==> src/rtl/fwd_pkg.sv <==
`timescale 1ns/1ps
package fwd_pkg;

  localparam int KIND_W = 3;

  typedef enum logic [KIND_W-1:0] {
    KIND_IDLE    = 3'd0,
    KIND_XOR_II  = 3'd1,
    KIND_XOR_IE  = 3'd2,
    KIND_XOR_EI  = 3'd3,
    KIND_RNDPAIR = 3'd4
  } byp_kind_e;

  localparam int HI_IDX   = 0;
  localparam int LO_IDX   = 1;
  localparam int KEY_BASE = 2;

  function automatic logic writes_ext(input logic [KIND_W-1:0] kind);
    return (kind == KIND_XOR_II) || (kind == KIND_XOR_IE);
  endfunction

endpackage

==> src/rtl/fwd_stage_decode.sv <==
`timescale 1ns/1ps
module fwd_stage_decode #(
  parameter int NUM_REGS = 6,
  parameter int DST_W    = 5,
  parameter int ADDR_W   = 4,
  parameter int KIND_W   = fwd_pkg::KIND_W
) (
  input  logic [DST_W-1:0]    dst_i,
  input  logic [KIND_W-1:0]   kind_i,
  output logic                ext_wr_o,
  output logic [NUM_REGS-1:0] hit_o
);

  logic [ADDR_W-1:0] addr;

  always_comb begin
    ext_wr_o = fwd_pkg::writes_ext(kind_i);
    addr     = dst_i[ADDR_W-1:0];
    for (int r = 0; r < NUM_REGS; r++) begin
      hit_o[r] = ext_wr_o && (addr == ADDR_W'(r));
    end
  end

endmodule

==> src/rtl/fwd_word_pick.sv <==
`timescale 1ns/1ps
module fwd_word_pick #(
  parameter int WORD_W     = 32,
  parameter int NUM_STAGES = 3
) (
  input  logic [WORD_W-1:0]            stored_i,
  input  logic [NUM_STAGES-1:0]        hit_i,
  input  logic [NUM_STAGES*WORD_W-1:0] vals_i,
  output logic [WORD_W-1:0]            word_o
);

  // Oldest stage applied first, youngest last, so the youngest hit survives.
  always_comb begin
    word_o = stored_i;
    for (int s = NUM_STAGES - 1; s >= 0; s--) begin
      if (hit_i[s]) word_o = vals_i[s*WORD_W +: WORD_W];
    end
  end

endmodule

==> src/rtl/fwd_blk_merge.sv <==
`timescale 1ns/1ps
module fwd_blk_merge #(
  parameter int WORD_W = 32
) (
  input  logic                res_vld_i,
  input  logic [2*WORD_W-1:0] res_blk_i,
  input  logic [WORD_W-1:0]   hi_i,
  input  logic [WORD_W-1:0]   lo_i,
  output logic [2*WORD_W-1:0] blk_o
);

  always_comb begin
    if (res_vld_i) blk_o = res_blk_i;
    else           blk_o = {hi_i, lo_i};
  end

endmodule

==> src/rtl/ext_fwd_unit.sv <==
`timescale 1ns/1ps
module ext_fwd_unit #(
  parameter int WORD_W     = 32,
  parameter int NUM_STAGES = 3,
  parameter int NUM_REGS   = 6,
  parameter int DST_W      = 5,
  parameter int ADDR_W     = 4,
  parameter int KIND_W     = fwd_pkg::KIND_W
) (
  input  logic [NUM_REGS*WORD_W-1:0]     st_regs_i,
  input  logic [NUM_STAGES*DST_W-1:0]    byp_dst_i,
  input  logic [NUM_STAGES*WORD_W-1:0]   byp_val_i,
  input  logic [NUM_STAGES*KIND_W-1:0]   byp_kind_i,
  input  logic                           res_vld_i,
  input  logic [2*WORD_W-1:0]            res_blk_i,
  output logic [2*WORD_W-1:0]            blk_o,
  output logic [(NUM_REGS-2)*WORD_W-1:0] key_o,
  output logic [NUM_STAGES-1:0]          ext_dst_o
);

  localparam int NUM_KEY = NUM_REGS - fwd_pkg::KEY_BASE;

  logic [NUM_STAGES-1:0] stg_ext;
  logic [NUM_REGS-1:0]   stg_hit  [NUM_STAGES];
  logic [NUM_STAGES-1:0] reg_hit  [NUM_REGS];
  logic [WORD_W-1:0]     fwd_word [NUM_REGS];

  for (genvar s = 0; s < NUM_STAGES; s++) begin : g_stage
    fwd_stage_decode #(
      .NUM_REGS (NUM_REGS),
      .DST_W    (DST_W),
      .ADDR_W   (ADDR_W),
      .KIND_W   (KIND_W)
    ) dec_i (
      .dst_i    (byp_dst_i[s*DST_W +: DST_W]),
      .kind_i   (byp_kind_i[s*KIND_W +: KIND_W]),
      .ext_wr_o (stg_ext[s]),
      .hit_o    (stg_hit[s])
    );
  end

  always_comb begin
    for (int r = 0; r < NUM_REGS; r++) begin
      for (int s = 0; s < NUM_STAGES; s++) begin
        reg_hit[r][s] = stg_hit[s][r];
      end
    end
  end

  for (genvar r = 0; r < NUM_REGS; r++) begin : g_word
    fwd_word_pick #(
      .WORD_W     (WORD_W),
      .NUM_STAGES (NUM_STAGES)
    ) pick_i (
      .stored_i (st_regs_i[r*WORD_W +: WORD_W]),
      .hit_i    (reg_hit[r]),
      .vals_i   (byp_val_i),
      .word_o   (fwd_word[r])
    );
  end

  fwd_blk_merge #(
    .WORD_W (WORD_W)
  ) merge_i (
    .res_vld_i (res_vld_i),
    .res_blk_i (res_blk_i),
    .hi_i      (fwd_word[fwd_pkg::HI_IDX]),
    .lo_i      (fwd_word[fwd_pkg::LO_IDX]),
    .blk_o     (blk_o)
  );

  for (genvar k = 0; k < NUM_KEY; k++) begin : g_key
    assign key_o[k*WORD_W +: WORD_W] = fwd_word[fwd_pkg::KEY_BASE + k];
  end

  assign ext_dst_o = stg_ext;

endmodule

==> config.mk <==
export PLATFORM = sky130hd
export DESIGN_NAME = ext_fwd_unit
export DESIGN_NICKNAME = d
export VERILOG_FILES = /design/src/rtl/fwd_pkg.sv /design/src/rtl/fwd_stage_decode.sv /design/src/rtl/fwd_word_pick.sv /design/src/rtl/fwd_blk_merge.sv /design/src/rtl/ext_fwd_unit.sv
export SDC_FILE = /design/constraint.sdc
export NUM_CORES = 1
export LEC_CHECK = 0
export BUFFER_PORTS_ARGS = -buffer_cell sky130_fd_sc_hd__buf_2
export CAP_MARGIN = 0
export CORE_AREA = 2 2 223 225
export DETAILED_ROUTE_END_ITERATION = 8
export DIE_AREA = 0 0 225 227
export MAX_ROUTING_LAYER = met4
export PLACE_DENSITY_LB_ADDON = 0.2
export SLEW_MARGIN = 20
export SYNTH_ARGS = -nofsm -noshare
export SYNTH_HDL_FRONTEND = slang
export SYNTH_SLANG_ARGS = --single-unit
==> constraint.sdc <==
create_clock -name vclk -period 2.9
set_input_delay 0.145 -clock vclk [all_inputs]
set_output_delay 0.145 -clock vclk [all_outputs]
set_load 0.05 [all_outputs]
# == Word-level counts from Yosys, hierarchy flattened ==
# Cells that the tools add are included.
# totals
word_cells,64
in_bits,377
reg_bits,0
# op_classes
n_reduce_logical,24
mux,19
n_eq_ne,21
# ops
operator,count
$mux W32,18
$mux W64,1
$eq A4 B2 Y1 const B,6
$eq A4 B3 Y1 const B,6
$logic_and A1 B1 Y1,18
$eq A4 B1 Y1 const B,3
$logic_not A4 Y1,3
$eq A3 B1 Y1 const B,3
$eq A3 B2 Y1 const B,3
$logic_or A1 B1 Y1,3

# == Longest topological paths before layout ==
# logic_depth
depth_word,7
depth_mapped,8
ltp_nobuf,4

# == Cells and area by module ==
# A second synthesis with hierarchy kept.
# hier_totals
cells_unflattened,980
area_unflattened_um2,9188.8
# modules_own_cells
module,cells_per_inst,seq_area_each_um2,area_per_inst_um2,n_inst
fwd_word_pick,146,0.0,1303.8,6
fwd_blk_merge,71,0.0,1077.3,1
fwd_stage_decode,11,0.0,96.3,3

# == Worst setup path after synthesis ==
# Ideal clock, no wire load.
# synth_timing
path_kind,input to output
start,in byp_dst_i[12]
end,out key_o[74]
cell_stages,8
setup_slack_ns,0.220
required_time_ns,2.755
t_arrival_ns,2.535
path_cell_list,buf_2 -> nor2b_1 -> clkbuf_1 -> and3_1 -> clkbuf_1 -> clkbuf_1 -> a211oi_1 -> o31ai_1
# synth_via
elab_chain_cells,5
# synth_rtl
item,line_no,rtl
"start, declared",ext_fwd_unit.sv:11,"input logic [NUM_STAGES*DST_W-1:0] byp_dst_i,"
$eq A4 B3 Y1,fwd_stage_decode.sv:20,hit_o[r] = ext_wr_o && (addr == ADDR_W'(r));
$logic_and A1 B1 Y1,fwd_stage_decode.sv:20,
$mux W32 (3 in a row),fwd_word_pick.sv:16,if (hit_i[s]) word_o = vals_i[s*WORD_W +: WORD_W];
"end, declared",ext_fwd_unit.sv:17,"output logic [(NUM_REGS-2)*WORD_W-1:0] key_o,"
# No other way between the ends.

# == Final worst setup path ==
# layout_timing
start,in byp_kind_i[5]
end,out blk_o[3]
# layout_via
elab_chain_cells,6
word_cells_on_any_way,7
cone_classes,eq/ne (2); mux (3); reduce/logical (2)
# layout_rtl
item,line_no,rtl
"start, declared",ext_fwd_unit.sv:13,"input logic [NUM_STAGES*KIND_W-1:0] byp_kind_i,"
$eq A3 B1 Y1 / $eq A3 B2 Y1 (equally long branches),fwd_pkg.sv:19,return (kind == KIND_XOR_II) || (kind == KIND_XOR_IE);
$logic_or A1 B1 Y1 (*),fwd_pkg.sv:19,
$logic_and A1 B1 Y1 (*),fwd_stage_decode.sv:20,
$mux W32 (*) (2 in a row),fwd_word_pick.sv:16,
$mux W64 (*),fwd_blk_merge.sv:13,if (res_vld_i) blk_o = res_blk_i;
"end, declared",ext_fwd_unit.sv:16,"output logic [2*WORD_W-1:0] blk_o,"
# Mark *: on every way between the ends. The rest lies on a longest branch, timed or not.

==> impl_metrics.tcl <==
set metrics [dict create \
    status "completed" \
    viasPerCell 5.37 \
    grt_pass1_vias 12300 \
    cts-resized-gates 0 \
    port_buffers 569 \
    fmax_mhz 373 \
    period_needed_ns 2.68 \
    ios 572 \
    hpwlAfterDp_mm 53.9 \
    gr-total-overflow 0 \
    leakage_nw 5.37 \
    cp.arrival_ns 2.54 \
    antenna_found_initial 20 \
    routed_wl_mm 67.6 \
    crit_chain "buf_2, or3_1, or4_2, buf_4, nor3_1, a211oi_2, buf_2" \
    powerDensity_nw_per_um2 216 \
    rows 81 \
    synth_nets 1657 \
    die_w_um 225 \
    cp-end-kind "output pin" \
    core_um2 48500 \
    rsz0062_at_grt "false" \
    critical_path_class "in -> out" \
    fin_nets 2132 \
    setup_tns_ns 0 \
    area.growth.synth_to_final_pct 56.5 \
    avgSynthCellArea_um2 5.98 \
    layout-drive-gt1-share_pct 43.1 \
    seq_area_um2 0 \
    ant_nets 0 \
    grt_max_degree 65 \
    holdBufCountCts 0 \
    whs_ns 0.607 \
    drcViolationCount 0 \
    maxCapViolCount 0 \
    gp_congestion 0.925 \
    dieArea_um2 51100 \
    crit_family "simple AND/OR/NAND/NOR gates" \
    ir_worst_vdd_mv 0.0775 \
    seq_cells 0 \
    required_ns 2.76 \
    grt_util_all_layers_pct 25.4 \
    die_h_um 227 \
    worstMarginPinSlew_ns 0.720 \
    ys_seq_area_share_pct 0 \
    wire_per_inst_um 28.2 \
    drt_first_pass_iters 6 \
    hold_class "in -> out" \
    finalHoldViolations 0 \
    report.final.slew_viol_count 0 \
    cts_setup_buffers 0 \
    worst_path_max_delay_cell "or4_2" \
    path_buf_inv 3 \
    fin_crit_sh_pct 92.4 \
    drt_iter0_markers 1051 \
    dpl_worst_slack_ns 0.245 \
    ys.warnings.count 0 \
    grt_pass1_wl_mm 91.5 \
    crit_fanout 11 \
    initial_utilization_pct 15.8 \
    synth_area_um2 7660 \
    relSlewSlack_pct 52.0 \
    clock_buffers 0 \
    crit_path_max_incr_delay_ns 0.87 \
    setup_viol 0 \
    cpMostUsedCell "buf_2" \
    vias 12900 \
    syn_inst 1280 \
    timing.final.ws_setup_ns 0.220 \
    start_kind "input port" \
    ys_types 40 \
]
## cells by family (layout without fill, tap and decap cells)
family                    after synthesis  after routing  synth area share (%)
AOI/OAI and AO/OA                     546            546                  50.6
and+or+nand+nor                       399            399                  26.1
buffers and inverters                 266            739                  14.3
other                                   0             22                     0
muxes                                  64             64                  8.36
xor gates and xnor gates                5              5                 0.572
## Yosys cell counts, types with 3 or more instances
cell type  instances  area [um2]
o21ai_0          124         621
a31oi_1           96         601
nand2_1          130         488
o31ai_1           66         495
nor3_1            97         485
a211oi_1         132         991
or2_2             33         206
and3_1             6        37.5
inv_1             98         368
mux2i_1           64         641
nor2_1            69         259
o21ai_1            4        20.0
buf_4              6        45.0
buf_1              6        22.5
nor4_1             3        18.8
buf_6              4        45.0
xnor2_1            3        26.3
a211oi_2          60         751
or3_1              5        31.3
or4_1              4        30.0
clkbuf_1         116         435
o22ai_1           64         400
buf_2             36         180
nand4b_1          32         280
nand3_1            3        15.0
## metal layers
layer / part of all wire, % / GRT usage, %
met1: 45 / 35.2
met2: 43 / 38.4
met3: 8.7 / 4.27
met4: 2.7 / 6.15
met5: 0 / -
## per-stage QoR
stage / std cells / power (mW) / utilization, % / instance area (um2)
after floorplan: 1280 / 1.43 / - / 7660
after global placement: 2375 / 2.57 / 24.6 / 11900
after detailed placement: 2375 / 2.57 / 24.6 / 11900
after CTS: 2375 / 2.58 / 24.6 / 11900
after global routing: 2393 / 2.69 / 24.7 / 12000
final: 2397 / 2.58 / 24.7 / 12000
## area by class of cell
class / count / area [um2]
antenna: 22 / 55.1
fill: 5499 / 36600
inverter: 98 / 368
multi-input combinational: 1014 / 6700
tap: 622 / 778
timing repair buffer: 641 / 4090
## layout by cell type, fill, tap and decap left out, types with 22 or more instances in the layout
master and count:
o22ai_1 64, nand2_1 130, mux2i_1 64, buf_4 59, buf_12 49, nand4b_1 32, a211oi_1 132, or2_2 33
o31ai_1 64, o21ai_0 124, nor2_1 68, a31oi_1 96, buf_2 533, diode_2 22, inv_1 97, nor3_1 96
a211oi_2 60
## report_power, final
group	internal [mW]	switching, mW
logic	0.781	1.80
registers	0	0
clock network	0.000000888	0
total	0.781	1.80
## final timing paths
path,end,depth (start not counted),startpoint
setup / recovery,blk_o[3],7,byp_kind_i[5]
hold / removal,ext_dst_o[0],3,byp_kind_i[2]
No activity file was read; power rests on OpenSTA's default activity.
